## config.mk

```make
export PLATFORM = sky130hd
export DESIGN_NAME = perm_core
export DESIGN_NICKNAME = d
export VERILOG_FILES = /design/src/rtl/perm_pkg.sv /design/src/rtl/perm_rc.sv /design/src/rtl/perm_sbox.sv /design/src/rtl/perm_diffuse.sv /design/src/rtl/perm_seq.sv /design/src/rtl/perm_core.sv
export SDC_FILE = /design/constraint.sdc
export NUM_CORES = 1
export LEC_CHECK = 0
export ABC_CLOCK_PERIOD_IN_PS = 2350
export BUFFER_PORTS_ARGS = -buffer_cell sky130_fd_sc_hd__buf_2
export CELL_PAD_IN_SITES_DETAIL_PLACEMENT = 1
export CELL_PAD_IN_SITES_GLOBAL_PLACEMENT = 2
export CORE_UTILIZATION = 32
export CTS_BUF_LIST = sky130_fd_sc_hd__clkbuf_8
export DETAILED_ROUTE_END_ITERATION = 16
export PLACE_DENSITY_LB_ADDON = 0.1
export SKIP_LAST_GASP = 1
export SLEW_MARGIN = 20
export SYNTH_ARGS = -nofsm -noshare
export SYNTH_HDL_FRONTEND = slang
export SYNTH_SLANG_ARGS = --single-unit
```

## constraint.sdc

```tcl
create_clock -name clk -period 2.35 [get_ports clk]
set_input_delay 0.47 -clock clk [delete_from_list [all_inputs] [get_ports clk]]
set_output_delay 0.47 -clock clk [all_outputs]
set_load 0.02 [all_outputs]
```

## src/rtl/perm_pkg.sv

```systemverilog
package perm_pkg;
  localparam int unsigned LANE_W     = 64;
  localparam int unsigned LANE_N     = 5;
  localparam int unsigned STATE_W    = LANE_W * LANE_N;
  localparam int unsigned RC_TABLE_N = 12;
  localparam int unsigned RC_W       = 8;

  typedef logic [LANE_W-1:0] lane_t;
  typedef logic [LANE_N-1:0][LANE_W-1:0] lanes_t;

  // first rotation distance of the diffusion step, per lane
  function automatic int unsigned rot_first(input int unsigned lane);
    case (lane)
      0:       return 19;
      1:       return 61;
      2:       return 1;
      3:       return 10;
      default: return 7;
    endcase
  endfunction

  // second rotation distance of the diffusion step, per lane
  function automatic int unsigned rot_second(input int unsigned lane);
    case (lane)
      0:       return 28;
      1:       return 39;
      2:       return 6;
      3:       return 17;
      default: return 41;
    endcase
  endfunction

  function automatic lane_t ror(input lane_t w, input int unsigned n);
    return (w >> n) | (w << (LANE_W - n));
  endfunction
endpackage

```

## src/rtl/perm_rc.sv

```systemverilog
module perm_rc #(
  parameter int unsigned ROUNDS = 12,
  parameter int unsigned CNT_W  = 4
) (
  input  logic [CNT_W-1:0]          round_idx,
  output logic [perm_pkg::RC_W-1:0] rc
);
  // a shortened pass uses the tail of the constant schedule
  localparam int unsigned FIRST = perm_pkg::RC_TABLE_N - ROUNDS;

  logic [3:0] slot;

  always_comb begin
    slot = 4'(FIRST) + 4'(round_idx);
    rc   = {~slot, slot};
  end
endmodule

```

## src/rtl/perm_sbox.sv

```systemverilog
module perm_sbox (
  input  perm_pkg::lanes_t x_in,
  output perm_pkg::lanes_t x_out
);
  import perm_pkg::*;

  lane_t a0, a1, a2, a3, a4;
  lane_t t0, t1, t2, t3, t4;

  always_comb begin
    a0 = x_in[0] ^ x_in[4];
    a1 = x_in[1];
    a2 = x_in[2] ^ x_in[1];
    a3 = x_in[3];
    a4 = x_in[4] ^ x_in[3];
    t0 = ~a0 & a1;
    t1 = ~a1 & a2;
    t2 = ~a2 & a3;
    t3 = ~a3 & a4;
    t4 = ~a4 & a0;
    a0 = a0 ^ t1;
    a1 = a1 ^ t2;
    a2 = a2 ^ t3;
    a3 = a3 ^ t4;
    a4 = a4 ^ t0;
    x_out[0] = a0 ^ a4;
    x_out[1] = a1 ^ a0;
    x_out[2] = ~a2;
    x_out[3] = a3 ^ a2;
    x_out[4] = a4;
  end
endmodule

```

## src/rtl/perm_diffuse.sv

```systemverilog
module perm_diffuse (
  input  perm_pkg::lanes_t x_in,
  output perm_pkg::lanes_t x_out
);
  import perm_pkg::*;

  for (genvar i = 0; i < LANE_N; i++) begin : g_lane
    localparam int unsigned ROT_A = rot_first(i);
    localparam int unsigned ROT_B = rot_second(i);
    assign x_out[i] = x_in[i] ^ ror(x_in[i], ROT_A) ^ ror(x_in[i], ROT_B);
  end
endmodule

```

## src/rtl/perm_seq.sv

```systemverilog
module perm_seq #(
  parameter int unsigned ROUNDS = 12,
  parameter int unsigned CNT_W  = 4
) (
  input  logic             clk,
  input  logic             rst,
  input  logic             load,
  output logic             step,
  output logic [CNT_W-1:0] round_idx,
  output logic             done
);
  localparam logic [CNT_W-1:0] LAST = CNT_W'(ROUNDS - 1);

  logic busy;

  assign step = busy && !load;

  always_ff @(posedge clk) begin
    if (rst) begin
      busy      <= 1'b0;
      round_idx <= '0;
      done      <= 1'b0;
    end else if (load) begin
      busy      <= 1'b1;
      round_idx <= '0;
      done      <= 1'b0;
    end else if (busy) begin
      if (round_idx == LAST) begin
        busy      <= 1'b0;
        round_idx <= '0;
        done      <= 1'b1;
      end else begin
        round_idx <= round_idx + 1'b1;
      end
    end
  end
endmodule

```

## src/rtl/perm_core.sv

```systemverilog
module perm_core #(
  parameter int unsigned ROUNDS = 12
) (
  input  logic                         clk,
  input  logic                         rst,
  input  logic                         load,
  input  logic [perm_pkg::STATE_W-1:0] state_in,
  output logic [perm_pkg::STATE_W-1:0] state_out,
  output logic                         done
);
  import perm_pkg::*;

  localparam int unsigned CNT_W = (ROUNDS > 1) ? $clog2(ROUNDS) : 1;

  logic [STATE_W-1:0] state_q;
  logic [STATE_W-1:0] state_nxt;
  lanes_t             lanes_cur;
  lanes_t             lanes_rc;
  lanes_t             lanes_sb;
  lanes_t             lanes_dif;
  logic [RC_W-1:0]    rc;
  logic [CNT_W-1:0]   round_idx;
  logic               step;

  // x0 occupies the most significant lane of the bus
  for (genvar i = 0; i < LANE_N; i++) begin : g_map
    assign lanes_cur[i] = state_q[STATE_W-1-i*LANE_W -: LANE_W];
    assign state_nxt[STATE_W-1-i*LANE_W -: LANE_W] = lanes_dif[i];
  end

  perm_seq #(.ROUNDS(ROUNDS), .CNT_W(CNT_W)) i_seq (
    .clk(clk), .rst(rst), .load(load),
    .step(step), .round_idx(round_idx), .done(done)
  );

  perm_rc #(.ROUNDS(ROUNDS), .CNT_W(CNT_W)) i_rc (
    .round_idx(round_idx), .rc(rc)
  );

  always_comb begin
    lanes_rc          = lanes_cur;
    lanes_rc[2][RC_W-1:0] = lanes_cur[2][RC_W-1:0] ^ rc;
  end

  perm_sbox i_sbox (.x_in(lanes_rc), .x_out(lanes_sb));

  perm_diffuse i_dif (.x_in(lanes_sb), .x_out(lanes_dif));

  always_ff @(posedge clk) begin
    if (rst) begin
      state_q <= '0;
    end else if (load) begin
      state_q <= state_in;
    end else if (step) begin
      state_q <= state_nxt;
    end
  end

  assign state_out = state_q;
endmodule

```

==> reports/metrics.csv, run 1 <==
stage,metric,value,unit
status,result of the run,"finished, violations left",
status,violated checks,setup timing,
global_route,initial antenna violation count,9,
worst_setup_path,kind of end point of the critical path,flop,
global_route,vias in the first global route,32443,
die,I/O pins,644,
finish,fraction of the core area covered by cells at the end of the flow,48.8,%
logic_synthesis,top cell type's share of synthesized area,21.9,%
finish,number of filler cells placed in the layout,10638,
drt,Avg Vias per Cell,5.23,
clock_tree,number of levels in the clock H-tree,3,
finish,P&R area growth vs syn,50.8,%
worst_setup_path,arrival time worst endpoint,3.05,ns
global_route,GRT overflow,0,
logic_synthesis,area fraction in compound gates after synthesis,9.98,%
logic_synthesis,top post-synthesis cells by area,"dfxtp_1 22%, xnor2_1 18%, xnor3_1 13%",
die,Die X-Extent,307,µm
worst_setup_path,data required time at the worst endpoint,2.98,ns
logic_synthesis,sequential-to-total area share from yosys stat,21.9,%
worst_setup_path,launching element type of the critical path,flop,
die,starting density of the core,32.4,%
die,vertical die dimension,307,µm
logic_synthesis,most frequently used cell type in the post-synthesis netlist,xnor2_1,
place,IO Port Bufs,643,
min_path,source of the worst hold timing path,state_in[88],
global_route,largest net degree at the start of global routing,90,
drt,DRC violations left,0,
logic_synthesis,most common library cells after synthesis,"606 x xnor2_1, 326 x dfxtp_1, 293 x nor2_1",
logic_synthesis,number of register bits inferred by synthesis,326,
logic_synthesis,most common flop cell mapped by yosys,dfxtp_1,
sta,fin worst setup slack,-0.0737,ns
clock_tree,clock latency reported for the late side of the worst-skew pair,0.77,ns
logic_synthesis,post-synthesis mux area share,7.42,%
logic_synthesis,cell count after synthesis,3177,
logic_synthesis,syn avg cell area,9.37,µm²
finish,ratio of cells with drive above 1 in the final layout,36.7,%
worst_setup_path,launching instance or port of the critical path,state_out[263],
drt,final wirelength,191000,µm
logic_synthesis,"share of synthesized cell area in full adder, half adder and majority cells",7.55,%
logic_synthesis,Synth Net Count,3629,
clock_tree,largest buffer count on any clock path,3,
drt,remaining antenna violation count,0,
flow_run,max-cap check violation count,0,
sta,headroom to the max-slew limit,50.1,%
drt,initial drt markers,2478,
sta,Worst Clk Skew,0.0445,ns
sta,ratio of final minimum period to clock period,103,%
sta,final max-slew violation count,0,
logic_synthesis,Netlist cell types,37,
logic_synthesis,cell type with the largest total area after synthesis,dfxtp_1,
drt,wire length per cell,32.1,µm
finish,number of nets in the finished design,5125,
logic_synthesis,fraction of registers with async set or reset after synthesis,0,%
logic_synthesis,"Cell Area, Synth",0.0298,mm²
finish,number of non-filler instances in the completed layout,5967,
clock_tree,clock tree from TritonCTS,done,
logic_synthesis,largest family of logic cells by synthesized area,XOR/XNOR gates,
clock_tree,Num CTS Buffers,74,
sta,time the final worst path needs with I/O delays and setup,2.42,ns
clock_tree,count of clock tree sinks,326,
sta,slew at the pin with the worst max-slew slack,0.743,ns
sta,Final Hold Violating Endpoints,0,
drt,number of iterations in the first detailed-routing pass,5,
clock_tree,cell at the root of the clock tree,clkbuf_8,
die,area of the die,0.0942,mm²
worst_setup_path,worst reg2reg startpoint,state_out[263],
worst_setup_path,highest net fanout along the worst path,4,
place,RD Place Congestion,1.07,
sta,highest attainable clock frequency,413,MHz
logic_synthesis,count of warnings emitted by yosys,0,
logic_synthesis,"EDFF count, synth",0,
global_route,wire length of the first global-routing pass,258000,µm
drt,Vias,31206,
global_route,overall routing resource usage,39.5,%
place,DP HPWL,159000,µm
sta,setup repair after global routing missed its margin,yes,
place,number of cells after detailed placement,5649,
logic_synthesis,xor/xnor cell area share of the yosys netlist,40.0,%
min_path,Worst Hold Class,input pin to flop,
die,area of the core,0.0919,mm²
clock_tree,clock edge transition at the registers on the reported setup and hold paths,0.06,ns
logic_synthesis,"post-synthesis share of cell area spent on and, or, nand and nor gates",8.52,%
sta,Final Setup Violations,4,
worst_setup_path,Setup CP Type,flop to flop,
die,row count,111,
==> what timing repair did <==
action,in CTS,in global routing
setup endpoints to repair,83,102
pin swaps,10,33
hold buffers,173,0
gates resized for setup,61,139
buffers inserted,3,16
hold endpoints to repair,173,0
==> metal layers <==
layer | up-vias | GRT usage, % | routed length [µm]
met5 | - | 0 | 36
met3 | 344 | 6.61 | 13100
met2 | 1321 | 64.6 | 88400
li1 | 13770 | - | -
met1 | 15765 | 50.2 | 79300
met4 | 6 | 19.3 | 10500
==> final timing paths <==
kind | endpoint | slack (ns) | cells past startpoint
setup / recovery | state_out[308] | -0.07 | 7
hold / removal | state_out[88] | 0.05 | 3
setup reg to reg | state_out[308] | -0.07 | 7
hold reg to reg | i_seq.done | 0.53 | 2
==> worst max-delay path, cell delays in order (launching register included) <==
cell and delay [ns]:
dfxtp_1 0.61, xor2_1 0.34, nor2_1 0.12, xnor2_2 0.15, buf_4 0.18, xnor3_1 0.43, mux2i_1 0.13, a211oi_1 0.33
==> layout make-up <==
cell class	instances	area, µm²	area share (%)
Timing Repair Buffer	1584	11600	25.9
Clock buffer	88	1210	2.70
Tap cell	1243	1560	3.47
Clock inverter	38	195	0.435
Antenna cell	1	2.50	0.00558
Multi-Input combinational cell	2494	23000	51.2
Sequential cell	326	6570	14.6
Inverter	193	729	1.63
==> sequential cells by signal, indices dropped and copies added, names as in the netlist <==
name             cells
i_seq.busy           1
i_seq.done           1
i_seq.round_idx      4
state_out          320
==> cell usage in the layout, fill, tap and decap left out, types with 5 or more instances in the layout <==
master / netlist / final
a211oi_1: 168 / 161
a211oi_2: 1 / 7
a21oi_1: 114 / 114
buf_12: 0 / 68
buf_2: 15 / 641
buf_4: 0 / 692
buf_6: 0 / 8
clkbuf_8: 0 / 88
dfxtp_1: 326 / 302
dfxtp_2: 0 / 18
dfxtp_4: 0 / 6
dlygate4sd3_1: 0 / 173
ha_1: 129 / 120
ha_4: 0 / 6
inv_1: 192 / 221
maj3_1: 61 / 61
mux2i_1: 219 / 218
nand2_1: 224 / 223
nor2_1: 293 / 293
nor3_1: 53 / 53
o21bai_1: 23 / 23
o221ai_1: 45 / 45
o22ai_1: 78 / 76
o2bb2ai_1: 5 / 5
or3_1: 45 / 45
xnor2_1: 606 / 512
xnor2_2: 33 / 121
xnor2_4: 0 / 6
xnor3_1: 178 / 159
xnor3_2: 0 / 19
xor2_1: 182 / 163
xor2_2: 8 / 23
xor3_1: 14 / 13
==> per-stage QoR <==
| step | hold slack (ns) | instance area [µm²] | setup TNS (ns) | worst slack [ns] |
|---|---|---|---|---|
| 6_report | 0.0462 | 44900 | -0.127 | -0.0737 |
| 5_1_grt | 0.0370 | 44900 | -0.363 | -0.0828 |
| 4_1_cts | 0.00102 | 43900 | -0.130 | -0.114 |
| 3_5_place_dp | 0.528 | 40400 | -5.38 | -0.348 |
| 3_3_place_gp | 0.532 | 40400 | -3.76 | -0.283 |
| 2_1_floorplan | 0.534 | 29800 | 0 | 0.130 |
==> cell families after synthesis <==
kind of cell,count (synthesis)
xor gates and xnor gates,1021
and+or+nand+nor,623
AOI/OAI and AO/OA,438
buffers and inverters,357
DFF,326
muxes,220
adders and majority gates,192
Power of run 1 is left out: the tool's default activity adds up to more than one toggle a clock period on the data nets, which glitch-free logic cannot reach.
==> run 2, diff against run 1 <==
--- a/config.mk
+++ b/config.mk
@@ -5,7 +5,7 @@
 export SDC_FILE = /design/constraint.sdc
 export NUM_CORES = 1
 export LEC_CHECK = 0
-export ABC_CLOCK_PERIOD_IN_PS = 2350
+export ABC_CLOCK_PERIOD_IN_PS = 2000
 export BUFFER_PORTS_ARGS = -buffer_cell sky130_fd_sc_hd__buf_2
 export CELL_PAD_IN_SITES_DETAIL_PLACEMENT = 1
 export CELL_PAD_IN_SITES_GLOBAL_PLACEMENT = 2
@@ -13,6 +13,7 @@
 export CTS_BUF_LIST = sky130_fd_sc_hd__clkbuf_8
 export DETAILED_ROUTE_END_ITERATION = 16
 export PLACE_DENSITY_LB_ADDON = 0.1
+export RECOVER_POWER = 100
 export SKIP_LAST_GASP = 1
 export SLEW_MARGIN = 20
 export SYNTH_ARGS = -nofsm -noshare
==> constraint.sdc (replaced) <==
create_clock -name clk -period 2 [get_ports clk]
set_input_delay 0.4 -clock clk [delete_from_list [all_inputs] [get_ports clk]]
set_output_delay 0.4 -clock clk [all_outputs]
set_load 0.02 [all_outputs]
==> run 2 against run 1 <==
  * The run ends with hold timing, setup timing left
  * Clock skew down 0.0017 ns
  * Critical path depth grew 1
  * Global-route usage rose by 5.8 points
  * Via count up 24%
  * Cell area grew 39%
  * Worst hold slack worse by 0.086 ns
  * Count of clock-buffer cells in the layout grew 8
  * Register-to-register slack worse by 0.35 ns
  * Wire length up 27%
  * Utilization grew 19 points
  * Worst setup slack got worse by 0.35 ns
  * Critical endpoint is now state_out[102]
==> reports/metrics.csv, run 2 (same netlist as run 1, synthesis figures left out) <==
stage,metric,value,unit,change
status,result of the run,"finished, violations left",,
status,violated checks,"hold timing, setup timing",,
die,vertical die dimension,307,µm,unchanged
clock_tree,Num CTS Buffers,73,,-1.4%
worst_setup_path,launching element type of the critical path,flop,,
finish,"commonest non-fill, non-tap cells in the layout","1098 x buf_4, 418 x buf_2, 286 x nor2_1, 272 x xnor2_2, 271 x buf_6",,
worst_setup_path,Setup CP Type,flop to flop,,
finish,max FFs per register,320,,unchanged
drt,final wirelength,244000,µm,+27%
clock_tree,largest buffer count on any clock path,3,,unchanged
clock_tree,count of clock tree sinks,326,,unchanged
die,row count,111,,unchanged
die,area of the core,0.0919,mm²,unchanged
drt,Vias,38644,,+24%
sta,highest attainable clock frequency,412,MHz,about the same
global_route,overall routing resource usage,45.2,%,+5.8 points
place,RD Place Congestion,1.05,,-1.8%
place,IO Port Bufs,643,,unchanged
drt,wire length per cell,35.6,µm,+11%
drt,remaining antenna violation count,0,,unchanged
global_route,vias in the first global route,38981,,+20%
clock_tree,cell at the root of the clock tree,clkbuf_8,,
place,DP HPWL,167000,µm,+4.6%
die,I/O pins,644,,unchanged
sta,Final Hold Violating Endpoints,3,,+3
worst_setup_path,highest net fanout along the worst path,2,,-2
finish,ratio of cells with drive above 1 in the final layout,63.3,%,+27 points
sta,final max-slew violation count,0,,unchanged
finish,number of filler cells placed in the layout,9476,,-11%
finish,most common library cell in the layout ignoring fill and taps,buf_4,,
worst_setup_path,kind of end point of the critical path,flop,,
sta,Worst Clk Skew,0.0428,ns,-0.00173 ns
global_route,wire length of the first global-routing pass,298000,µm,+16%
clock_tree,clock edge transition at the registers on the reported setup and hold paths,0.07,ns,about the same
worst_setup_path,worst reg-to-reg setup slack,-0.42,ns,-0.35 ns
worst_setup_path,data required time at the worst endpoint,2.62,ns,-0.36 ns
die,area of the die,0.0942,mm²,unchanged
global_route,initial antenna violation count,14,,+5
sta,fin worst setup slack,-0.425,ns,-0.351 ns
drt,number of iterations in the first detailed-routing pass,6,,+1
finish,P&R area growth vs syn,110,%,
min_path,Worst Hold Class,input pin to flop,,
sta,Final Setup Violations,321,,+317
sta,Hold Slack,-0.0397,ns,-0.0859 ns
clock_tree,clock tree from TritonCTS,done,,
drt,DRC violations left,0,,unchanged
sta,time the final worst path needs with I/O delays and setup,2.42,ns,+0.00110 ns
finish,number of nets in the finished design,5986,,+17%
sta,ratio of final minimum period to clock period,121,%,+18 points
global_route,GRT overflow,0,,unchanged
drt,Avg Vias per Cell,5.65,,+8.0%
drt,initial drt markers,3623,,+46%
clock_tree,number of levels in the clock H-tree,3,,unchanged
die,starting density of the core,32.4,%,unchanged
worst_setup_path,arrival time worst endpoint,3.05,ns,about the same
sta,setup repair after global routing missed its margin,yes,,
flow_run,max-cap check violation count,0,,unchanged
sta,headroom to the max-slew limit,47.6,%,-2.6 points
die,Die X-Extent,307,µm,unchanged
global_route,largest net degree at the start of global routing,98,,+8.9%
clock_tree,clock latency reported for the late side of the worst-skew pair,0.80,ns,+0.03 ns
sta,slew at the pin with the worst max-slew slack,0.784,ns,+0.0408 ns
[run 2: changes by cell type in the layout (fill, tap and decap cells not counted), moves of 146 or more]
cell	delta
buf_2	-223
buf_4	+406
buf_6	+263
clkbuf_1	+146
dfxtp_1	-216
dfxtp_2	+149
xnor2_1	-331
xnor2_2	+151
xnor2_4	+180
[run 2: cell type report]
class                   count  area, µm²  share of cell area, %
multi-input cells        2494      31300                   50.0
repair buffers           2446      20500                   32.7
well taps                1243       1560                   2.49
diodes                      7       17.5                 0.0280
clock inverters            36        141                  0.226
clock buffers              96       1320                   2.11
inverters                 193        771                   1.23
flip-flops and latches    326       7010                   11.2
[run 2: worst paths after layout]
kind / cells past startpoint / endpoint / from
worst max register to register: 8 / state_out[102] / state_out[240]
worst min register to register: 2 / state_out[111] / state_out[111]
worst min-delay path: 3 / state_out[32] / state_in[32]
worst max-delay path: 8 / state_out[102] / state_out[240]
[run 2: worst max-delay path: stages, from the launching register on]
cell,delay (ns)
dfxtp_2,0.34
inv_1,0.06
ha_1,0.33
xnor2_2,0.29
xnor2_2,0.19
buf_12,0.16
xnor3_1,0.34
mux2i_1,0.34
o22ai_1,0.21
[run 2: through the flow]
step	cell area [µm²]	std cells	utilization, %	setup TNS [ns]	setup WS (ns)
global placement	45900	6160	49.9	-43.96	-0.801
CTS	58000	6707	63.1	-9.42	-0.254
detailed placement	45900	6160	49.9	-54.68	-0.834
global route	62600	6837	68.0	-46.89	-0.441
floorplan	30700	3177	-	-0.142	-0.0401
finish	62600	6841	68.1	-39.19	-0.425
[run 2: what timing repair did]
action	4_1_cts	5_1_grt
pin swaps	568	549
setup buffers	205	156
endpoints found under the setup margin	286	320
hold buffers	234	2
hold endpoints to repair	235	2
resized for setup	1212	690
gates cloned	0	0
[run 2: per-layer routing]
layer  global-route usage (%)  wire [µm]  share of wire (%)
met1                     53.6      87000                 36
met2                     73.1     109000                 45
met3                     9.67      22100                9.1
met4                     31.6      25500                 10
met5                        0         87              0.036
Power of run 2 is left out for the same reason.
